### src/rtl/nvmd_pkg.sv
package nvmd_pkg;

   localparam int unsigned NUM_MODES = 8;

   localparam int unsigned M_STANDBY = 0;
   localparam int unsigned M_READ    = 1;
   localparam int unsigned M_WRITE   = 2;
   localparam int unsigned M_RECALL  = 3;
   localparam int unsigned M_COMMAND = 4;
   localparam int unsigned M_OUTOFF  = 5;
   localparam int unsigned M_ILLEGAL = 6;
   localparam int unsigned M_NOOP    = 7;

   localparam int unsigned STROBE_W = 4;

   typedef struct packed {
      logic cs_n;
      logic oen_n;
      logic wr_n;
      logic shd_n;
   } strobe_t;

   localparam strobe_t STROBE_IDLE = '{cs_n: 1'b1, oen_n: 1'b1, wr_n: 1'b1, shd_n: 1'b1};

   typedef struct packed {
      logic [NUM_MODES-1:0] mode;
      logic                 drive;
      logic                 block;
      logic                 illegal;
   } decode_t;

   localparam decode_t DECODE_RESET = '{mode: NUM_MODES'(1) << M_STANDBY,
                                        drive: 1'b0, block: 1'b0, illegal: 1'b0};

endpackage

### src/rtl/nvmd_sync.sv
module nvmd_sync #(
   parameter int unsigned WIDTH     = 4,
   parameter int unsigned STAGES    = 2,
   parameter logic [WIDTH-1:0] RST_VAL = '1
) (
   input  logic             clk,
   input  logic             rst_n,
   input  logic [WIDTH-1:0] d_i,
   output logic [WIDTH-1:0] q_o
);

   if (STAGES < 2) begin : g_bad_stages
      $error("nvmd_sync: STAGES must be at least 2");
   end

   logic [WIDTH-1:0] chain_q [STAGES];

   for (genvar s = 0; s < STAGES; s++) begin : g_stage
      if (s == 0) begin : g_first
         always_ff @(posedge clk or negedge rst_n) begin
            if (!rst_n) chain_q[s] <= RST_VAL;
            else        chain_q[s] <= d_i;
         end
      end else begin : g_next
         always_ff @(posedge clk or negedge rst_n) begin
            if (!rst_n) chain_q[s] <= RST_VAL;
            else        chain_q[s] <= chain_q[s-1];
         end
      end
   end

   assign q_o = chain_q[STAGES-1];

endmodule

### src/rtl/nvmd_classify.sv
module nvmd_classify
   import nvmd_pkg::*;
(
   input  strobe_t strb_i,
   output decode_t dec_o
);

   logic [NUM_MODES-1:0] mode_d;
   logic                 ill_d;

   always_comb begin
      mode_d = '0;
      ill_d  = 1'b0;
      if (strb_i.cs_n) begin
         mode_d[M_STANDBY] = 1'b1;
      end else begin
         unique case ({strb_i.wr_n, strb_i.shd_n, strb_i.oen_n})
            3'b110:  mode_d[M_READ]    = 1'b1;
            3'b011:  mode_d[M_WRITE]   = 1'b1;
            3'b100:  mode_d[M_RECALL]  = 1'b1;
            3'b001:  mode_d[M_COMMAND] = 1'b1;
            3'b111:  mode_d[M_OUTOFF]  = 1'b1;
            3'b101:  mode_d[M_NOOP]    = 1'b1;
            default: begin
               mode_d[M_ILLEGAL] = 1'b1;
               ill_d             = 1'b1;
            end
         endcase
      end
   end

   assign dec_o.mode    = mode_d;
   assign dec_o.illegal = ill_d;
   assign dec_o.drive   = ~strb_i.cs_n & ~strb_i.oen_n & strb_i.shd_n;
   assign dec_o.block   = ~strb_i.oen_n;

endmodule

### src/rtl/nvmd_outstage.sv
module nvmd_outstage
   import nvmd_pkg::*;
#(
   parameter bit REGISTERED = 1'b0
) (
   input  logic    clk,
   input  logic    rst_n,
   input  decode_t dec_i,
   output decode_t dec_o
);

   if (REGISTERED) begin : g_reg
      decode_t dec_q;
      always_ff @(posedge clk or negedge rst_n) begin
         if (!rst_n) dec_q <= DECODE_RESET;
         else        dec_q <= dec_i;
      end
      assign dec_o = dec_q;
   end else begin : g_pass
      assign dec_o = dec_i;
   end

endmodule

### src/rtl/nvsram_mode_dec.sv
module nvsram_mode_dec
   import nvmd_pkg::*;
#(
   parameter int unsigned SYNC_STAGES = 2,
   parameter bit          REG_OUT     = 1'b0
) (
   input  logic                 clk,
   input  logic                 rst_n,
   input  logic                 cs_n_i,
   input  logic                 oen_n_i,
   input  logic                 wr_n_i,
   input  logic                 shd_n_i,
   output logic [NUM_MODES-1:0] mode_o,
   output logic                 bus_drive_o,
   output logic                 store_block_o,
   output logic                 illegal_o
);

   localparam int unsigned LATENCY = SYNC_STAGES + (REG_OUT ? 1 : 0);

   if (SYNC_STAGES < 2) begin : g_bad_sync
      $error("nvsram_mode_dec: SYNC_STAGES must be at least 2");
   end

   strobe_t pins_raw;
   strobe_t pins_sync;
   decode_t dec_comb;
   decode_t dec_out;

   assign pins_raw = '{cs_n: cs_n_i, oen_n: oen_n_i, wr_n: wr_n_i, shd_n: shd_n_i};

   nvmd_sync #(
      .WIDTH  (STROBE_W),
      .STAGES (SYNC_STAGES),
      .RST_VAL(STROBE_IDLE)
   ) u_sync (
      .clk  (clk),
      .rst_n(rst_n),
      .d_i  (pins_raw),
      .q_o  (pins_sync)
   );

   nvmd_classify u_classify (
      .strb_i(pins_sync),
      .dec_o (dec_comb)
   );

   nvmd_outstage #(
      .REGISTERED(REG_OUT)
   ) u_out (
      .clk  (clk),
      .rst_n(rst_n),
      .dec_i(dec_comb),
      .dec_o(dec_out)
   );

   assign mode_o        = dec_out.mode;
   assign bus_drive_o   = dec_out.drive;
   assign store_block_o = dec_out.block;
   assign illegal_o     = dec_out.illegal;

endmodule

### config.mk
export PLATFORM = sky130hd
export DESIGN_NAME = nvsram_mode_dec
export DESIGN_NICKNAME = d
export VERILOG_FILES = /design/src/rtl/nvmd_pkg.sv /design/src/rtl/nvmd_sync.sv /design/src/rtl/nvmd_classify.sv /design/src/rtl/nvmd_outstage.sv /design/src/rtl/nvsram_mode_dec.sv
export SDC_FILE = /design/constraint.sdc
export NUM_CORES = 1
export LEC_CHECK = 0
export BUFFER_PORTS_ARGS = -buffer_cell sky130_fd_sc_hd__buf_2
export CAP_MARGIN = 30
export CORE_AREA = 5 5 42 44
export DETAILED_ROUTE_END_ITERATION = 8
export DIE_AREA = 0 0 47 49
export HOLD_SLACK_MARGIN = 0.02
export PLACE_DENSITY_LB_ADDON = 0.1
export SETUP_SLACK_MARGIN = 0.15
export SLEW_MARGIN = 20
export SYNTH_ARGS = -nofsm -noshare
export SYNTH_HDL_FRONTEND = slang
export SYNTH_SLANG_ARGS = --single-unit
### constraint.sdc
create_clock -name clk -period 1 [get_ports clk]
set_clock_uncertainty 0.1 [all_clocks]
set_input_delay 0.15 -clock clk [delete_from_list [all_inputs] [get_ports clk]]
set_output_delay 0.15 -clock clk [all_outputs]
set_load 0.03 [all_outputs]
==> results of run 1 <==
[repair_timing]
action | 4_1_cts | 5_1_grt
endpoints found under the hold margin | 12 | 0
resized for setup | 17 | 4
endpoints found under the setup margin | 11 | 11
hold buffers | 5 | 0
gates cloned | 0 | 0
buffers inserted | 1 | 0
pin swaps | 2 | 1
[critical path: stages (launching register included)]
cell and delay, ns:
dfstp_2 0.61, nor4b_4 0.20, buf_4 0.19
[sequential cells by signal, summed over array words and instances, names as in the netlist]
name            flops
u_sync.chain_q      4
u_sync.q_o          4
[final cells by class]
class | count | area, sq um | share of cell area, %
repair buffers | 29 | 268 | 41.2
flip-flops and latches | 8 | 210 | 32.4
well taps | 16 | 20.0 | 3.08
inverters | 1 | 3.75 | 0.578
multi-input cells | 8 | 125 | 19.3
clock buffers | 3 | 22.5 | 3.47
[worst max-delay path by stage]
stage | start | end | slack (ns) | cells past startpoint
4_1_cts | u_sync.q_o[1]$_DFF_PN1_ | mode_o[3] | -0.50 | 2
3_3_place_gp | u_sync.q_o[0]$_DFF_PN1_ | mode_o[2] | -0.25 | 2
6_report | u_sync.q_o[1]$_DFF_PN1_ | mode_o[3] | -0.49 | 2
3_5_place_dp | u_sync.q_o[1]$_DFF_PN1_ | mode_o[5] | -0.27 | 2
5_1_grt | u_sync.q_o[2]$_DFF_PN1_ | mode_o[4] | -0.54 | 2
2_1_floorplan | u_sync.q_o[2]$_DFF_PN1_ | mode_o[4] | -0.30 | 1
[where the power goes]
group	switching, mW	internal (mW)	total (mW)
clock	0.0940	0.136	0.230
sequential	0.0177	0.355	0.372
combinational	0.0671	0.0881	0.155
[layout by cell type (no fill, tap or decap), drive strengths merged]
cell,netlist,routed
dlygate4sd3,0,5
and4bb,3,3
inv,1,1
dfstp,8,8
nor3b,1,1
clkbuf,0,3
buf,2,24
nor3,1,1
nor4b,2,2
and4b,1,1
[routing by layer]
| metal | share of wire, % | global-route usage, % |
|---|---|---|
| met1 | 37 | 7.22 |
| met2 | 53 | 10.2 |
| met3 | 10 | 1.11 |
| met4 | 0 | 4.15 |
| met5 | 0 | 0 |
[logic make-up after synthesis]
group | share of synthesized area (%)
buffers and inverters | 6.09
DFF | 68.3
and+or+nand+nor | 25.6
[per-stage QoR]
stage | utilization (%) | cells | hold WS [ns] | instance area (sq um) | setup slack [ns]
floorplan | - | 19 | -0.0978 | 358 | -0.304
finish | 46.3 | 65 | 0.253 | 649 | -0.495
global route | 46.3 | 65 | 0.257 | 649 | -0.544
CTS | 45.3 | 65 | 0.253 | 634 | -0.505
global placement | 36.0 | 56 | 0.0991 | 504 | -0.250
detailed placement | 36.0 | 56 | 0.112 | 504 | -0.275
==> results.md, run 1 <==
- Status: complete, but fails checks
- Failing checks: negative setup slack
- Hold Crit Start: u_sync.chain_q[7]$_DFF_PN1_
- GP Congestion: about 0.77
- Max-slew headroom: 86.3%
- Worst setup SP type: flop
- Syn avg cell area: between 15 and 20 sq um
- Count of pins over their slew limit: 0
- RSZ-0062 raised after global routing: true
- Largest net degree at the start of global routing: 9
- Maxcap violations: 0
- Critical path arrival: ~1.2 ns
- # setup viols final: 11
- Crit-path max FO: 7
- Hold path cells: 0
- TritonCTS clock tree: built
- Share of synthesized flip-flops with an asynchronous set or reset: 100%
- YS warnings: 0
- Cell area after synthesis: slightly above 300 sq um
- Sequential area share after synthesis: about two thirds
- Syn Inst Count: 19
- CTS buffer count: 3
- DR iter-0 viols: 1
- Total GRT Usage: 6.32%
- Clk sinks: 8
- Synth top area cells: dfstp_2, and4bb_2, nor4b_1, buf_4, and4b_2
- Io pins: 17
- Post-synth top area share: 68.3%
- PwrDens: about 1200 nW/um^2
- Overall die width: 47 um
- R2r worst-path depth: 0
- Top-count cell post-synth: dfstp_2
- Antenna viol nets, final: 0
- Root Driver: clkbuf_4
- Initial Util: between 20% and 30%
- Number of synthesized flops with an enable pin: 0
- Detailed Route WL: 665 um
- Hold Path Class: flop to flop
- Die area: about 2300 sq um
- Total core area: about 1400 sq um
- Initial antenna violation count: 0
- Worst Hold Path EP: u_sync.q_o[3]$_DFF_PN1_
- Setup TNS: -4.84 ns
- IO Port Bufs: 16
- Library cells used by synthesis: 8
- # fillers: 134
- Layout cells sized above 1: between 80 and 90%
- Worst-Margin Slew: just over 0.2 ns
- DIE HEIGHT: between 40 and 50 um
- Worst setup path category: flop to output port
- First-pass GRT wire length: roughly 1100 um
- Endpoints failing hold: 0
- Worst r2r src: u_sync.chain_q[6]$_DFF_PN1_
- Most used DFF post-synth: dfstp_2
- Htree depth: 1
- Max frequency: around 670 MHz
- Yosys top cell by area: dfstp_2
- Number of synthesized register bits: 8
- R2r setup slk: ~0.33 ns
- List of most frequent post-synthesis cells: dfstp_2, and4bb_2, buf_4, nor4b_1
- Num rows: 14
- Syn_nets: 25
- Fin crit share: 149%
- Final nets: 57
- Required time worst endpoint: ~0.75 ns
- Peak supply drop: ~620 uV
- LEAKAGE: between 0.2 and 0.3 nW
- Worst Setup End Kind: output port
- Min Tclk post-route: approximately 1.5 ns
- Worst-Skew Late Latency: approximately 0.24 ns
- 1st-pass router iterations: 2
- Grt total ovfl: 0
- Number of global-route vias before repair: ~270
- DR WL/cell: approximately 10 um
- Worst-path clk slew: 0.05 ns
- Detailed Place HPWL: approximately 520 um
- P&R area growth vs syn: 111%
- Max Buffers Root-to-Sink: 2
- Final Worst Setup Slack: -0.495 ns
- Detailed-route via count: between 200 and 300
- Total power: between 0.7 and 0.8 mW
- Drc violations: 0
- Antenna Cells: 0
- R2r endpoint: u_sync.q_o[2]$_DFF_PN1_
- Vias per cell: approximately 4.0
No activity file was read; power rests on OpenSTA's default activity.
==> run 2: changes to the inputs <==
- ABC_AREA: not set -> 1
- CTS_CLUSTER_DIAMETER: not set -> 30
- SKIP_CTS_REPAIR_TIMING: not set -> 1
==> results.md, run 2 <==
- Max Buffers Root-to-Sink: 2 (unchanged)
- YS warnings: 0 (unchanged)
- Cell area after synthesis: 295 sq um (-4.1%)
- Critical path arrival: 1.23 ns (about the same)
- Die area: 2300 sq um (unchanged)
- Number of synthesized register bits: 8 (unchanged)
- Peak supply drop: 701 uV (+12%)
- P&R area growth vs syn: 110%
- Total GRT Usage: 5.55% (-0.77 points)
- Synth top area cells: dfstp_2, nor2_1, nand2_1, buf_4, inv_1
- Root Driver: clkbuf_4
- Final Worst Setup Slack: -0.479 ns (+0.0157 ns)
- 1st-pass router iterations: 1 (-1)
- Top-count cell post-synth: dfstp_2
- Drc violations: 0 (unchanged)
- Failing checks: negative setup slack
- Vias per cell: 3.91 (-2.9%)
- CTS buffer count: 3 (unchanged)
- # fillers: 132 (-1.5%)
- Post-route cell area: 619 sq um (-4.6%)
- Worst setup path category: flop to output port
- R2r worst-path depth: 0 (unchanged)
- Cell Area, Placed: 477 sq um (-5.5%)
- Required time worst endpoint: 0.75 ns (about the same)
- Htree depth: 1 (unchanged)
- GP Congestion: 0.774 (+0.86%)
- Initial Util: 21.1% (-0.89 points)
- Max-slew headroom: 87.6% (+1.3 points)
- Io pins: 17 (unchanged)
- Hold Path Class: flop to flop
- Fin crit share: 148% (-1.6 points)
- Syn_nets: 34 (+36%)
- DR iter-0 viols: 0 (-1)
- Most used DFF post-synth: dfstp_2
- Worst setup SP type: flop
- PwrDens: 1210 nW/um^2 (+3.8%)
- # setup viols final: 11 (unchanged)
- Layout cells sized above 1: 86.8% (-0.96 points)
- LEAKAGE: 0.285 nW (-2.7%)
- Worst-path clk slew: 0.05 ns (about the same)
- Max frequency: 676 MHz (+1.1%)
- TritonCTS clock tree: built
- Total core area: 1400 sq um (unchanged)
- DR WL/cell: 8.86 um (-13%)
- Library cells used by synthesis: 8 (unchanged)
- Yosys top cell by area: dfstp_2
- Grt total ovfl: 0 (unchanged)
- Detailed-route via count: 270 (+3.1%)
- Initial antenna violation count: 0 (unchanged)
- Detailed Route WL: 611 um (-8.1%)
- Worst Setup End Kind: output port
- Hold_ws: 0.253 ns (+0.000564 ns)
- Commonest cells after routing, fill and taps aside: buf_2, buf_6, dfstp_2
- Number of global-route vias before repair: 230 (-14%)
- Sequential area share after synthesis: 71.2% (+2.9 points)
- Worst-Margin Slew: 0.187 ns (-0.0186 ns)
- First-pass GRT wire length: 876 um (-19%)
- Finished Core Util: 44.2% (-2.1 points)
- Total power: 0.750 mW (-0.97%)
- Syn Inst Count: 28 (+9)
- Status: complete, but fails checks
- Number of synthesized flops with an enable pin: 0 (unchanged)
- Crit-path max FO: 5 (-2)
- Worst-Skew Late Latency: 0.24 ns (about the same)
- DIE HEIGHT: 49 um (unchanged)
- Final nets: 61 (+7.0%)
- List of most frequent post-synthesis cells: dfstp_2, nor2_1, nand2_1
- IO Port Bufs: 16 (unchanged)
- Syn avg cell area: 10.5 sq um (-35%)
- Maxcap violations: 0 (unchanged)
- Endpoints failing hold: 0 (unchanged)
- Hold path cells: 0 (unchanged)
- Largest net degree at the start of global routing: 9 (unchanged)
- Antenna Cells: 0 (unchanged)
- Post-synth top area share: 71.2% (+2.9 points)
- RSZ-0062 raised after global routing: true
- Min Tclk post-route: 1.48 ns (-0.0157 ns)
- Antenna viol nets, final: 0 (unchanged)
- Num rows: 14 (unchanged)
- Clk sinks: 8 (unchanged)
- Count of pins over their slew limit: 0 (unchanged)
- Overall die width: 47 um (unchanged)
- Share of synthesized flip-flops with an asynchronous set or reset: 100% (unchanged)
==> run 2: changes by cell type in the layout (fill, tap and decap cells not counted), sizes merged <==
cell and change:
and4bb -3, nand2 +5, inv +3, nor3b -1
nor4b -2, buf -5, and4b -1, nand3 +1
nor2 +7
==> run 2: critical path: stages (launching register included) <==
cell and delay (ns):
dfstp_2 0.63, buf_4 0.15, nor3_4 0.03, buf_2 0.17
==> run 2: worst paths after layout <==
path,end,slack [ns],start
min in group asynchronous,u_sync.q_o[0]$_DFF_PN1_,0.37,rst_n
worst max register to register,u_sync.q_o[3]$_DFF_PN1_,0.34,u_sync.chain_q[7]$_DFF_PN1_
worst max-delay path,bus_drive_o,-0.48,u_sync.q_o[2]$_DFF_PN1_
worst min register to register,u_sync.q_o[2]$_DFF_PN1_,0.25,u_sync.chain_q[6]$_DFF_PN1_
worst min-delay path,u_sync.q_o[2]$_DFF_PN1_,0.25,u_sync.chain_q[6]$_DFF_PN1_
max in group asynchronous,u_sync.q_o[3]$_DFF_PN1_,0.41,rst_n
==> run 2: cell families (layout without fill, tap and decap cells) <==
logic type | count (synthesis) | after routing | synth area share [%]
and+or+nand+nor | 14 | 14 | 18.6
buffers and inverters | 6 | 31 | 10.2
DFF | 8 | 8 | 71.2
==> run 2: metrics by stage <==
step	setup TNS [ns]	cells	setup slack, ns
after floorplan	-1.41	28	-0.188
after global placement	-2.07	61	-0.268
after detailed placement	-2.18	61	-0.290
after CTS	-5.18	64	-0.563
after global routing	-5.25	69	-0.538
final	-4.62	69	-0.479
==> run 2: where the power goes <==
part	leakage [nW]	internal, mW	switching, mW	total, mW
Clock	0.0138	0.136	0.0918	0.228
Sequential	0.0841	0.355	0.0145	0.369
Combinational	0.187	0.0675	0.0860	0.154
Total	0.285	0.558	0.192	0.750
==> run 2: area by class of cell <==
cell class	count	area, sq um	area share (%)
sequential	8	210	33.9
timing repair buffer	24	203	32.7
multi-input combinational	14	146	23.6
clock buffer	3	22.5	3.64
tap	16	20.0	3.23
inverter	4	17.5	2.83
==> run 2: routing by layer <==
layer	routed length, um	vias to the layer above	part of all wire, %	GRT usage [%]
met5	0	-	0	0
met4	0	0	0	6.91
met3	59	0	9.7	1.11
met2	343	13	56	8.60
met1	208	125	34	4.99
li1	-	132	-	-
==> run 3: changes to the inputs <==
- CORE_AREA: 5 5 42 44 -> 3 3 40 42
- DIE_AREA: 0 0 47 49 -> 0 0 43 45
==> results.md, run 3 (synthesis results as in run 2) <==
- Count of pins over their slew limit: 0 (unchanged)
- TritonCTS clock tree: built
- PwrDens: 1170 nW/um^2 (-3.3%)
- Critical path buffers and inverters: 1 (-1)
- Detailed-route via count: 271 (+0.37%)
- Most common cell after layout, fill and taps aside: buf_6
- Final nets: 61 (unchanged)
- Grt total ovfl: 0 (unchanged)
- Drc violations: 0 (unchanged)
- Worst-Skew Late Latency: 0.24 ns (about the same)
- R2r worst-path depth: 0 (unchanged)
- Vias per cell: 3.99 (+1.8%)
- CP delay by family, top: flip-flops
- Clk sinks: 8 (unchanged)
- Required time worst endpoint: 0.75 ns (about the same)
- Layout cells sized above 1: 88.7% (+1.9 points)
- Antenna Cells: 0 (unchanged)
- Worst-Margin Slew: 0.217 ns (+0.0306 ns)
- DR WL/cell: 9.24 um (+4.3%)
- Placement Setup Slack: -0.283 ns (+0.00700 ns)
- Antenna viol nets, final: 0 (unchanged)
- LEAKAGE: 0.292 nW (+2.4%)
- # setup viols final: 11 (unchanged)
- Crit-path cells: nand2_4 -> nor2_4 -> buf_6
- Total GRT Usage: 6.99% (+1.4 points)
- Overall die width: 43 um (-8.5%)
- Largest net degree at the start of global routing: 9 (unchanged)
- P&R area growth vs syn: 122%
- DIE HEIGHT: 45 um (-8.2%)
- CP max stage cell: dfstp_2
- DR iter-0 viols: 0 (unchanged)
- Worst-path clk slew: 0.05 ns (about the same)
- Initial Util: 23.0% (+1.9 points)
- Worst setup path category: flop to output port
- Critical path arrival: 1.21 ns (-0.02 ns)
- Num rows: 13 (-1)
- Root Driver: clkbuf_4
- Crit-path max cell delay: 0.65 ns (+0.02 ns)
- Worst setup SP type: flop
- Status: complete, but fails checks
- CTS buffer count: 3 (unchanged)
- Met2 wire len: 382 um (+11%)
- Max frequency: 683 MHz (+0.97%)
- Placed Cells: 60 (-1.6%)
- Die area: 1940 sq um (-16%)
- First-pass GRT wire length: 1010 um (+16%)
- Max Buffers Root-to-Sink: 2 (unchanged)
- Io pins: 17 (unchanged)
- Detailed Route WL: 628 um (+2.8%)
- Maxcap violations: 0 (unchanged)
- Hold Path Class: flop to flop
- Hold path cells: 0 (unchanged)
- Fin cells: 68 (-1.4%)
- Fin crit share: 146% (-1.4 points)
- GP Congestion: 0.697 (-10%)
- Number of cells on the critical path: 3 (unchanged)
- Crit-path max FO: 5 (unchanged)
- Max-slew headroom: 85.5% (-2.0 points)
- Detailed Place HPWL: approximately 460 um
- Commonest cells after routing, fill and taps aside: buf_6, dfstp_2, nor2_4
- Final Worst Setup Slack: -0.465 ns (+0.0142 ns)
- Initial antenna violation count: 0 (unchanged)
- Hold_ws: 0.253 ns (+0.000294 ns)
- M1 wire length: 203 um (-2.4%)
- Htree depth: 1 (unchanged)
- Min Tclk post-route: 1.46 ns (-0.0142 ns)
- Endpoints failing hold: 0 (unchanged)
- Number of global-route vias before repair: 251 (+9.1%)
- IO Port Bufs: 16 (unchanged)
- WL met3: 43 um (-27%)
- Failing checks: negative setup slack
- Peak supply drop: 786 uV (+12%)
- RSZ-0062 raised after global routing: true
- Max Used Layer: met3
- 1st-pass router iterations: 1 (unchanged)
- Total core area: 1280 sq um (-8.3%)
- Worst Setup End Kind: output port
run 3: cell counts in the layout (fill, tap and decap cells not counted):
Identical to the previous run, type by type.
run 3: through the flow:
| step | area, sq um | setup TNS [ns] | power, mW | utilization [%] |
|---|---|---|---|---|
| 2_1_floorplan | 373 | -1.41 | 0.452 | - |
| 3_3_place_gp | 475 | -2.05 | 0.487 | 37.0 |
| 3_5_place_dp | 475 | -2.20 | 0.489 | 37.0 |
| 4_1_cts | 498 | -5.21 | 0.728 | 38.8 |
| 5_1_grt | 656 | -5.17 | 0.813 | 51.0 |
| 6_report | 656 | -4.70 | 0.768 | 51.0 |
run 3: area by class of cell:
class,count,area (sq um)
timing repair buffer,24,233
tap,15,18.8
inverter,4,20.0
fill,111,629
multi-input combinational,14,151
sequential,8,210
clock buffer,3,22.5
run 3: worst paths after layout:
check | start | endpoint | slack, ns
setup / recovery | u_sync.q_o[2]$_DFF_PN1_ | mode_o[7] | -0.46
hold / removal | u_sync.chain_q[7]$_DFF_PN1_ | u_sync.q_o[3]$_DFF_PN1_ | 0.25
setup reg to reg | u_sync.chain_q[6]$_DFF_PN1_ | u_sync.q_o[2]$_DFF_PN1_ | 0.34
hold reg to reg | u_sync.chain_q[7]$_DFF_PN1_ | u_sync.q_o[3]$_DFF_PN1_ | 0.25
max in group asynchronous | rst_n | u_sync.q_o[3]$_DFF_PN1_ | 0.41
min in group asynchronous | rst_n | u_sync.chain_q[5]$_DFF_PN1_ | 0.37
run 3: per-layer routing:
layer  up-vias  GRT usage, %
met4         0          5.42
met2        12          11.7
li1        135             -
met3         0          1.59
met5         -             0
met1       124          7.71
run 3: report_power, final:
group | internal, mW | switching (mW)
clock network | 0.136 | 0.0947
registers | 0.355 | 0.0171
logic | 0.0771 | 0.0884
